===== src/rtl/fcm_pkg.sv =====
package fcm_pkg;

  localparam int MHZ_W   = 5;
  localparam int FRAME_W = 16;
  localparam int MHZ_MAX = 28;

  localparam logic [1:0] GSEL_0DB = 2'd0;
  localparam logic [1:0] GSEL_3DB = 2'd1;
  localparam logic [1:0] GSEL_6DB = 2'd2;

  typedef struct packed {
    logic [7:0] b0;
    logic [7:0] b1;
    logic [7:0] b2;
  } cfg_bytes_t;

  function automatic int imax(input int a, input int b);
    return (a > b) ? a : b;
  endfunction

  function automatic logic [7:0] corner_byte(input logic [MHZ_W-1:0] mhz);
    logic [7:0] v;
    unique case (mhz)
      5'd1:  v = 8'h0F;  5'd2:  v = 8'h17;  5'd3:  v = 8'h1F;  5'd4:  v = 8'h27;
      5'd5:  v = 8'h2F;  5'd6:  v = 8'h37;  5'd7:  v = 8'h3F;  5'd8:  v = 8'h47;
      5'd9:  v = 8'h4F;  5'd10: v = 8'h57;  5'd11: v = 8'h64;  5'd12: v = 8'h6C;
      5'd13: v = 8'h75;  5'd14: v = 8'h7D;  5'd15: v = 8'h80;  5'd16: v = 8'h88;
      5'd17: v = 8'h90;  5'd18: v = 8'hA4;  5'd19: v = 8'hAC;  5'd20: v = 8'hB5;
      5'd21: v = 8'hBD;  5'd22: v = 8'hC5;  5'd23: v = 8'hCD;  5'd24: v = 8'hDC;
      5'd25: v = 8'hE4;  5'd26: v = 8'hEC;  5'd27: v = 8'hF4;  5'd28: v = 8'hF0;
      default: v = 8'h00;
    endcase
    return v;
  endfunction

  // trim skips codes above 10 and above 17
  function automatic logic [7:0] res_trim(input logic [MHZ_W-1:0] mhz);
    logic [7:0] m;
    m = 8'(mhz);
    if (mhz <= 5'd10)      return m;
    else if (mhz <= 5'd17) return m + 8'd1;
    else                   return m + 8'd2;
  endfunction

endpackage


===== src/rtl/cfg_lut.sv =====
module cfg_lut
  import fcm_pkg::*;
(
  input  logic [MHZ_W-1:0] mhz_i,
  input  logic [1:0]       gain_i,
  output logic             ok_o,
  output cfg_bytes_t       bytes_o
);
  logic [7:0]  res;
  logic [15:0] prod;

  always_comb begin
    res        = res_trim(mhz_i);
    prod       = 16'(res) * 16'd181 + 16'd128;  // x/sqrt2, rounded
    bytes_o.b0 = corner_byte(mhz_i);
    bytes_o.b1 = res;
    unique case (gain_i)
      GSEL_0DB: bytes_o.b2 = (res + 8'd1) >> 1;
      GSEL_3DB: bytes_o.b2 = prod[15:8];
      default:  bytes_o.b2 = res;
    endcase
    ok_o = (mhz_i != '0) && (mhz_i <= MHZ_W'(MHZ_MAX)) && (gain_i != 2'd3);
  end
endmodule


===== src/rtl/sync_stages.sv =====
module sync_stages #(
  parameter int STAGES = 2
) (
  input  logic clk_i,
  input  logic rst_ni,
  input  logic d_i,
  output logic q_o
);
  logic [STAGES-1:0] sr_q;

  always_ff @(posedge clk_i or negedge rst_ni) begin
    if (!rst_ni) sr_q <= '0;
    else         sr_q <= {sr_q[STAGES-2:0], d_i};
  end

  assign q_o = sr_q[STAGES-1];
endmodule


===== src/rtl/sclk_gen.sv =====
module sclk_gen #(
  parameter int HALF = 4
) (
  input  logic clk_i,
  input  logic rst_ni,
  input  logic run_i,
  output logic sclk_o,
  output logic rise_o,
  output logic fall_o
);
  localparam int CW = (HALF > 1) ? $clog2(HALF) : 1;

  logic [CW-1:0] cnt_q;
  logic          sclk_q;
  logic          wrap;

  assign wrap = run_i && (cnt_q == CW'(HALF - 1));

  always_ff @(posedge clk_i or negedge rst_ni) begin
    if (!rst_ni) begin
      cnt_q  <= '0;
      sclk_q <= 1'b0;
    end else if (!run_i) begin
      cnt_q  <= '0;
      sclk_q <= 1'b0;
    end else if (wrap) begin
      cnt_q  <= '0;
      sclk_q <= ~sclk_q;
    end else begin
      cnt_q  <= cnt_q + 1'b1;
    end
  end

  assign sclk_o = sclk_q;
  assign rise_o = wrap && !sclk_q;
  assign fall_o = wrap && sclk_q;
endmodule


===== src/rtl/frame_tx.sv =====
module frame_tx #(
  parameter int W    = 16,
  parameter int HALF = 4,
  parameter int GAP  = 4
) (
  input  logic         clk_i,
  input  logic         rst_ni,
  input  logic         start_i,
  input  logic [W-1:0] word_i,
  output logic         sclk_o,
  output logic         sdata_o,
  output logic         sle_o,
  output logic         done_o
);
  localparam int BW = $clog2(W);
  localparam int GW = (GAP > 1) ? $clog2(GAP) : 1;

  typedef enum logic [1:0] {FT_IDLE, FT_SHIFT, FT_GAP} ft_st_e;

  ft_st_e        st_q;
  logic [W-1:0]  sh_q;
  logic [BW-1:0] bit_q;
  logic [GW-1:0] gap_q;
  logic          run, rise, fall;

  assign run = (st_q == FT_SHIFT);

  sclk_gen #(.HALF(HALF)) u_sclk (
    .clk_i (clk_i),
    .rst_ni(rst_ni),
    .run_i (run),
    .sclk_o(sclk_o),
    .rise_o(rise),
    .fall_o(fall)
  );

  always_ff @(posedge clk_i or negedge rst_ni) begin
    if (!rst_ni) begin
      st_q  <= FT_IDLE;
      sh_q  <= '0;
      bit_q <= '0;
      gap_q <= '0;
    end else begin
      unique case (st_q)
        FT_IDLE: if (start_i) begin
          sh_q  <= word_i;
          bit_q <= '0;
          st_q  <= FT_SHIFT;
        end
        FT_SHIFT: if (fall) begin
          sh_q <= sh_q << 1;
          if (bit_q == BW'(W - 1)) begin
            st_q  <= FT_GAP;
            gap_q <= '0;
          end else begin
            bit_q <= bit_q + 1'b1;
          end
        end
        FT_GAP: begin
          if (gap_q == GW'(GAP - 1)) st_q <= FT_IDLE;
          else                       gap_q <= gap_q + 1'b1;
        end
        default: st_q <= FT_IDLE;
      endcase
    end
  end

  assign sdata_o = sh_q[W-1];
  assign sle_o   = !run;
  assign done_o  = (st_q == FT_GAP) && (gap_q == GW'(GAP - 1));

  logic unused_rise;
  assign unused_rise = rise;
endmodule


===== src/rtl/filter_cfg_master.sv =====
module filter_cfg_master
  import fcm_pkg::*;
#(
  parameter int SCLK_HALF = 4,
  parameter int LE_GAP    = 4,
  parameter int CAL_SETUP = 4,
  parameter int CAL_HI    = 8,
  parameter int TUNE_REFS = 64,
  parameter int REF_CYC   = 10
) (
  input  logic             clk_i,
  input  logic             rst_ni,
  input  logic             req_valid_i,
  input  logic [MHZ_W-1:0] req_mhz_i,
  input  logic [1:0]       req_gain_i,
  input  logic             tuned_i,
  output logic             sclk_o,
  output logic             sdata_o,
  output logic             sle_o,
  output logic             cal_en_o,
  output logic             ref_clk_en_o,
  output logic             busy_o,
  output logic             done_o,
  output logic             err_timeout_o,
  output logic             err_range_o
);
  localparam int TO_CYC = TUNE_REFS * REF_CYC;
  localparam int CMAX   = imax(TO_CYC, imax(CAL_SETUP, CAL_HI));
  localparam int CNT_W  = $clog2(CMAX + 1);

  typedef enum logic [2:0] {ST_IDLE, ST_SEND, ST_CSET, ST_CHI, ST_WAIT} st_e;

  st_e             st_q;
  logic [1:0]      idx_q;
  cfg_bytes_t      cfg_q, lut_bytes;
  logic            lut_ok;
  logic            start_q, ftx_done, tuned_s;
  logic [CNT_W-1:0] cnt_q;
  logic            cal_q, done_q, terr_q, rerr_q, refen_q;
  logic [7:0]      dbyte;
  logic [FRAME_W-1:0] word;

  cfg_lut u_lut (
    .mhz_i  (req_mhz_i),
    .gain_i (req_gain_i),
    .ok_o   (lut_ok),
    .bytes_o(lut_bytes)
  );

  sync_stages #(.STAGES(2)) u_sync (
    .clk_i (clk_i),
    .rst_ni(rst_ni),
    .d_i   (tuned_i),
    .q_o   (tuned_s)
  );

  always_comb begin
    unique case (idx_q)
      2'd0:    dbyte = cfg_q.b0;
      2'd1:    dbyte = cfg_q.b1;
      default: dbyte = cfg_q.b2;
    endcase
  end

  // start, 2 zero bits, write=0, 4-bit address, data
  assign word = {1'b1, 2'b00, 1'b0, 2'b00, idx_q, dbyte};

  frame_tx #(.W(FRAME_W), .HALF(SCLK_HALF), .GAP(LE_GAP)) u_tx (
    .clk_i  (clk_i),
    .rst_ni (rst_ni),
    .start_i(start_q),
    .word_i (word),
    .sclk_o (sclk_o),
    .sdata_o(sdata_o),
    .sle_o  (sle_o),
    .done_o (ftx_done)
  );

  always_ff @(posedge clk_i or negedge rst_ni) begin
    if (!rst_ni) begin
      st_q    <= ST_IDLE;
      idx_q   <= '0;
      cfg_q   <= '0;
      start_q <= 1'b0;
      cnt_q   <= '0;
      cal_q   <= 1'b0;
      done_q  <= 1'b0;
      terr_q  <= 1'b0;
      rerr_q  <= 1'b0;
      refen_q <= 1'b1;
    end else begin
      start_q <= 1'b0;
      unique case (st_q)
        ST_IDLE: if (req_valid_i) begin
          done_q <= 1'b0;
          terr_q <= 1'b0;
          if (!lut_ok) begin
            rerr_q <= 1'b1;
          end else begin
            rerr_q  <= 1'b0;
            refen_q <= 1'b1;
            cfg_q   <= lut_bytes;
            idx_q   <= '0;
            start_q <= 1'b1;
            st_q    <= ST_SEND;
          end
        end
        ST_SEND: if (ftx_done) begin
          if (idx_q == 2'd2) begin
            st_q  <= ST_CSET;
            cnt_q <= '0;
          end else begin
            idx_q   <= idx_q + 1'b1;
            start_q <= 1'b1;
          end
        end
        ST_CSET: begin
          if (cnt_q == CNT_W'(CAL_SETUP - 1)) begin
            cal_q <= 1'b1;
            cnt_q <= '0;
            st_q  <= ST_CHI;
          end else cnt_q <= cnt_q + 1'b1;
        end
        ST_CHI: begin
          if (cnt_q == CNT_W'(CAL_HI - 1)) begin
            cal_q <= 1'b0;
            cnt_q <= '0;
            st_q  <= ST_WAIT;
          end else cnt_q <= cnt_q + 1'b1;
        end
        ST_WAIT: begin
          if (tuned_s) begin
            done_q  <= 1'b1;
            refen_q <= 1'b0;
            st_q    <= ST_IDLE;
          end else if (cnt_q == CNT_W'(TO_CYC - 1)) begin
            terr_q <= 1'b1;
            st_q   <= ST_IDLE;
          end else cnt_q <= cnt_q + 1'b1;
        end
        default: st_q <= ST_IDLE;
      endcase
    end
  end

  assign cal_en_o      = cal_q;
  assign ref_clk_en_o  = refen_q;
  assign busy_o        = (st_q != ST_IDLE);
  assign done_o        = done_q;
  assign err_timeout_o = terr_q;
  assign err_range_o   = rerr_q;
endmodule


===== config.mk =====
export PLATFORM = sky130hd
export DESIGN_NAME = filter_cfg_master
export DESIGN_NICKNAME = d
export VERILOG_FILES = /design/src/rtl/fcm_pkg.sv /design/src/rtl/cfg_lut.sv /design/src/rtl/sync_stages.sv /design/src/rtl/sclk_gen.sv /design/src/rtl/frame_tx.sv /design/src/rtl/filter_cfg_master.sv
export SDC_FILE = /design/constraint.sdc
export NUM_CORES = 1
export LEC_CHECK = 0
export ABC_AREA = 0
export ABC_CLOCK_PERIOD_IN_PS = 2620
export BUFFER_PORTS_ARGS = -buffer_cell sky130_fd_sc_hd__buf_2
export CAP_MARGIN = 20
export CORE_UTILIZATION = 25
export DETAILED_ROUTE_END_ITERATION = 7
export GPL_TIMING_DRIVEN = 0
export HOLD_SLACK_MARGIN = 0.05
export PLACE_DENSITY = 0.38
export SLEW_MARGIN = 0
export SYNTH_ARGS = -nofsm -noshare
export SYNTH_HDL_FRONTEND = slang
export SYNTH_SLANG_ARGS = --single-unit

===== constraint.sdc =====
create_clock -name clk_i -period 2.62 [get_ports clk_i]
set_input_delay 0.131 -clock clk_i [delete_from_list [all_inputs] [get_ports clk_i]]
set_output_delay 0.131 -clock clk_i [all_outputs]
set_load 0.03 [all_outputs]

* Word-level counts from Yosys, hierarchy flattened
Memory sizes are Yosys's and may differ from the RTL's. A register that Yosys moved wholly into a read port is not among the register bits.
Index checks and enable logic that the tools add are counted.
** Storage, ports and cells
- Register bits after elaboration :: 66
- Latch bits :: 0
- Memory bits (writable) :: 0
- Memory bits (read-only) :: 256
- Bits of input ports :: 11
- Output and inout bits :: 9
- Word-level logic and storage cells :: 164
- Memories :: 1
** Memories
- (no name shown) :: words 32, width 8, rd ports 1, clocked after Yosys merged registers in 1, write ports 0, RTL line fcm_pkg.sv:23 : unique case (mhz)
** Operators by class
- Add/sub/neg operators :: 9
- $mul :: 1
- Divide/modulo/power cells :: 0
- Order comparisons :: 3
- Equal/unequal tests :: 35
- Shifts and indexed selects :: 0
- Muxes and demuxes :: 64
- Bitwise operators :: 1
- Reductions and logical operators :: 32
** Operators with widths (count)
- two-way mux 10 bit :: 6
- case mux 10 bit (4 select lines) :: 1
- != test 2 bit (second input constant) :: 17
- two-way mux 16 bit :: 2
- case mux 16 bit (2 select lines) :: 1
- case mux 8 bit (2 select lines) :: 2
- two-way mux 2 bit :: 13
- two-way mux 3 bit :: 8
- AND reduction 4 bit :: 5
- adder 16 x 8 -> 16 bit (second input constant) :: 1
- multiplier 8 x 8 -> 16 bit (second input constant) :: 1
- two-way mux 1 bit :: 16
- two-way mux 8 bit :: 2
- case mux 3 bit (5 select lines) :: 1
- two-way mux 4 bit :: 3
- AND reduction 3 bit :: 4
- adder 10 x 1 -> 10 bit (second input constant) :: 1
- equality test 10 bit (second input constant) :: 1
- equality test 10 x 2 -> 1 bit (second input constant) :: 1
- equality test 10 x 3 -> 1 bit (second input constant) :: 1
- <= comparator 5 bit (second input constant) :: 2
- case mux 1 bit (2 select lines) :: 5
- AND reduction 5 bit :: 2
- nonzero test 2 bit :: 5
- 27 further kinds :: 44

* Logic depth before layout (Yosys ltp)
- Depth in word-level cells :: 6
- Depth in mapped cells :: 22
- Mapped depth without buffers :: 21

* Modules after synthesis
From an unflattened synthesis, not the netlist that was laid out.
** Second synthesis, totals
- Cells, all modules :: 526
- Area, all modules :: 5296.3 um2
** Modules (own cells, without submodules)
- filter_cfg_master :: times used 1, cells an instance 206, area each 2205.9 um2, seq. area each 1127.3 um2
- cfg_lut :: times used 1, cells an instance 210, area each 1654.1 um2, seq. area each 0.0 um2
- frame_tx :: times used 1, cells an instance 97, area each 1255.0 um2, seq. area each 600.6 um2
- sclk_gen :: times used 1, cells an instance 11, area each 131.4 um2, seq. area each 75.1 um2
- sync_stages :: times used 1, cells an instance 2, area each 50.0 um2, seq. area each 50.0 um2

* Least setup slack after synthesis
No wires, ideal clock.
- Kind :: in2reg
- Start point :: in req_mhz_i[1]
- End point :: reg cfg_q[3] (netlist name)
- Setup time :: 0.127 ns
- Arrival time :: 4.822 ns
- Required time :: 2.493 ns
- Path slack :: -2.330 ns
- Cell stages on the path :: 20
- Path buffers :: 0
- Cells stage by stage :: inv_1 ha_1 or2b_4 a21oi_2 mux2i_1 mux2i_1 ha_1 inv_1 fa_1 inv_1 fa_1 fa_1 ha_1 a211o_1 o21bai_1 a31o_1 a31oi_4 xnor2_1 a222oi_1 o21ai_1
** Between the ends
- Word-level cells in the longest chain between the ends :: 6
- Elaborated cells between the ends (all ways) :: 15
- Those cells by class :: 4 x add/sub; 1 x mul; 3 x order compare; 3 x mux; 4 x reduce/logical
** Ends and longest elaborated chain
- start, declared :: RTL line filter_cfg_master.sv:14 : input logic [MHZ_W-1:0] req_mhz_i,
- adder 5 x 2 -> 6 bit (tied with other cells) :: RTL line fcm_pkg.sv:42 : else return m + 8'd2;
- two-way mux 8 bit :: RTL line fcm_pkg.sv:41 : else if (mhz <= 5'd17) return m + 8'd1;
- two-way mux 8 bit :: RTL line fcm_pkg.sv:40 : if (mhz <= 5'd10) return m;
- multiplier 8 x 8 -> 16 bit :: RTL line cfg_lut.sv:14 : prod = 16'(res) * 16'd181 + 16'd128;
- adder 16 x 8 -> 16 bit :: RTL line cfg_lut.sv:14
- case mux 8 bit (2 select lines) :: RTL line cfg_lut.sv:17 : unique case (gain_i)
- end signal, assigned :: RTL line filter_cfg_master.sv:102 : cfg_q <= lut_bytes;
- end, declared :: RTL line filter_cfg_master.sv:35 : cfg_bytes_t cfg_q, lut_bytes;
Several ways; a longest one is shown, not always the timed one.
A chain may end at the register's enable or synchronous reset.

* Worst setup path in the final report
Ends and elaborated chain as after synthesis.

==> reports/metrics.csv <==
stage;metric;value;unit
critical_path;CP endpoint kind;flop;
routing;metal3 WL;328;um
clock_network;H-tree Lvls;3;
routing;DR WL/cell;15.5;um
placement;DP Wirelength;10000;um
clock_network;Clock Latency Late Sink;0.33;ns
timing;Clock Skew;0.0106;ns
synth;Synthesized Nets;630;
global_route;Tot GR Track Use;0.146;
pwr;Pint;2.65;mW
synth;dominant cell type by area after synthesis;dfrtp_1;
timing;Worst-Margin Slew;0.594;ns
clock_network;CTS Buf Count;9;
routing;met2 WL;6800;um
run;Max-Cap Viols;0;
routing;vias post-DR;4412;
routing;number of DRC markers in iteration 0;204;
synth;Synth area leaders;dfrtp_1, ha_1, o21ai_0, nand2_1, a21oi_1;
critical_path;Largest stage delay, worst path;0.57;ns
pwr;LEAKAGE;2.86;nW
timing;Max Transition Viols Final;0;
synth;Unique masters post-synth;69;
clock_network;CTS tree;built;
synth;number of synthesized flops with an enable pin;0;
global_route;largest net degree at the start of global routing;42;
timing;Final period util;1.76;
routing;top sig layer;met4;
outcome;violated checks;negative setup slack;
floorplan;starting density of the core;0.256;
pwr;VDD IR-drop max;0.555;mV
routing;Final ANT Viol Nets;0;
pwr;Sw Pwr;1.18;mW
layout;antenna cells;0;
critical_path;Required @ worst endpoint;2.83;ns
routing;Vias/cell;4.89;
synth;Synth top area share;0.350;
synth;post-synthesis sequential area ratio;0.355;
placement;DP Worst Slack;-2.80;ns
pwr;Total Power;3.82;mW
pwr;power density over cell area;585;nW/um2
routing;M1 wire length;6520;um
layout;Area Growth Syn to Fin;30.6;%
global_route;first-pass GRT wire length;23400;um
synth;Synth Instances;560;
synth;number of synthesized register bits;71;
global_route;via count of the first global-routing pass;4601;
layout;nets;703;
hold_path;worst hold path class;primary input to flop;
critical_path;slowest CP cell;fa_1;
routing;total wire length;14000;um
synth;Cell Area, Synth;5000;um2
placement;Port Buf Inserts;17;
clock_network;clk sinks;71;
placement;gp weighted congestion;0.778;
critical_path;path type of the worst setup path;primary input to flop;
clock_network;root buffer cell;clkbuf_16;
clock_network;Max Buffers Root-to-Sink;2;
timing;unrepaired setup endpoints after global routing;yes;
critical_path;CP Cell Sequence;buf_12 -> clkinvlp_4 -> ha_4 -> or2b_4 -> a21oi_4 -> mux2i_2 -> mux2i_2 -> ha_1 -> inv_2 -> fa_1 -> inv_2 -> fa_1 -> fa_2 -> ha_4 -> a211o_1 -> o21bai_4 -> a31o_1 -> a31oi_4 -> xnor2_2 -> a222oi_1 -> o21ai_1;
timing;minimum clock period after layout;4.61;ns
floorplan;Die Wd;143;um
pwr;Flop pwr share;0.293;
timing;WHS;0.0822;ns
synth;top post-synthesis cells by count;nand2_1, dfrtp_1, o21ai_0, ha_1, a21oi_1;
synth;Post-synth ARST share;1.00;
layout;share of layout cells above drive strength 1;0.241;
routing;Pre-Repair DR Iteration Count;4;
floorplan;total core area;19500;um2
timing;worst setup margin;-1.99;ns
pwr;Net Sw Frac;0.308;
pwr;Clk pwr share;0.351;
floorplan;io pins;20;
layout;fin util;0.335;
critical_path;WP buf/inv;4;
synth;yosys warns;0;
clock_network;Clock Pin Slew Worst Setup and Hold Paths;0.06;ns
critical_path;delay-heaviest family, CP;adder cells;
timing;count of final setup violators;7;
pwr;logic gate share of total power;0.356;
critical_path;Critical Path Source Type;primary input;
critical_path;Arrival @ worst endpoint;4.82;ns
timing;Max Clock Freq;0.217;GHz
global_route;Overflow after GRT;0;
routing;Residual DRC;0;
synth;Post-synth top flop;dfrtp_1;
timing;Fin. Hold Viols;0;
floorplan;row count;51;
floorplan;Die Y;143;um
outcome;status;complete, but fails checks;
floorplan;Die ar.;20600;um2
synth;syn_area_per_cell;8.94;um2
critical_path;CP max FO;4;
synth;count leader, synth;nand2_1;
timing;Slew Limit Headroom;0.603;
global_route;initial antenna violation count;0;
==> registers in the layout, summed over array words and instances (netlist names), 2 cells and up <==
register	flops
idx_q	2
u_sync.sr_q	2
u_tx.sh_q	16
u_tx.st_q	2
cfg_q	21
u_tx.gap_q	2
st_q	3
cnt_q	10
u_tx.bit_q	4
u_tx.u_sclk.cnt_q	2
==> power by group through the flow <==
stage / clock network [mW] / logic [mW] / registers [mW]
finish: 1.34 / 1.36 / 1.12
global route: 1.43 / 1.51 / 1.12
CTS: 1.38 / 1.32 / 1.12
detailed placement: 0 / 1.06 / 1.14
global placement: 0 / 1.05 / 1.14
floorplan: 0 / 0.798 / 1.14
==> cell type report <==
| cell class | instances | area [um2] |
|---|---|---|
| Multi-Input combinational cell | 436 | 3360 |
| Tap cell | 265 | 332 |
| Timing Repair Buffer | 62 | 485 |
| Clock buffer | 13 | 260 |
| Inverter | 27 | 120 |
| Clock inverter | 3 | 65.1 |
| Fill cell | 2055 | 13000 |
| Buffer | 26 | 136 |
| Sequential cell | 71 | 1780 |
==> cells by family (layout without fill, tap and decap cells) <==
logic type	after synthesis	after routing	synth area share
AO/OA/AOI/OAI	165	165	0.211
flip-flops	71	71	0.355
buffers and inverters	53	131	0.0442
AND/OR/NAND/NOR	190	190	0.183
multiplexers	12	12	0.0302
adder cells (fa/ha/maj)	59	59	0.159
XOR/XNOR	10	10	0.0175
==> cells in the final DEF (no fill, tap or decap), types with 5 or more instances in the layout <==
master and n:
nor3_1 8, ha_4 11, o21ai_0 63, and3_1 6, buf_2 18, nand2b_1 5
inv_1 20, nor2b_1 5, nor2_1 33, fa_1 7, nand3_1 16, ha_1 40
xor2_1 5, nand2_1 84, clkbuf_1 17, a21oi_1 32, dfrtp_1 70, buf_4 42
a22oi_1 9, clkbuf_16 9
==> per-layer routing <==
layer	vias to the layer above	global-route usage
met2	64	0.248
li1	2154	-
met4	0	0.0638
met5	-	0
met1	2171	0.187
met3	23	0.0163
==> stage by stage <==
stage	std cells	TNS, ns	cell area, um2
final	903	-12.42	6530
after global routing	903	-13.84	6530
after CTS	899	-12.68	6460
after detailed placement	843	-17.69	5570
after global placement	842	-17.77	5540
after floorplan	560	-12.67	5130
==> worst min-delay path, stage by stage <==
cell	delay [ns]
buf_2	0.10
a21oi_1	0.06
nor2_1	0.08
==> final timing paths <==
path	from	end	slack [ns]	cells after the start
hold reg to reg	u_sync.sr_q[0]$_DFF_PN0_	u_sync.sr_q[1]$_DFF_PN0_	0.35	0
setup / recovery	req_mhz_i[1]	cfg_q[3]$_DFFE_PN0P_	-1.99	21
min in group asynchronous	rst_ni	cnt_q[6]$_DFFE_PN0P_	0.28	2
setup reg to reg	cnt_q[0]$_DFFE_PN0P_	cnt_q[8]$_DFFE_PN0P_	0.24	9
hold / removal	req_valid_i	err_range_o$_DFFE_PN0P_	0.08	3
max in group asynchronous	rst_ni	u_tx.sh_q[3]$_DFFE_PN0P_	1.77	3
==> timing repair <==
item,CTS,global route
endpoints found under the hold margin,30,0
gates resized for setup,54,12
endpoints found under the setup margin,7,7
cloned,0,0
hold buffers,2,0
pin swaps,28,21
setup buffers,39,7
Note: power is estimated with default switching activity, not from simulation.
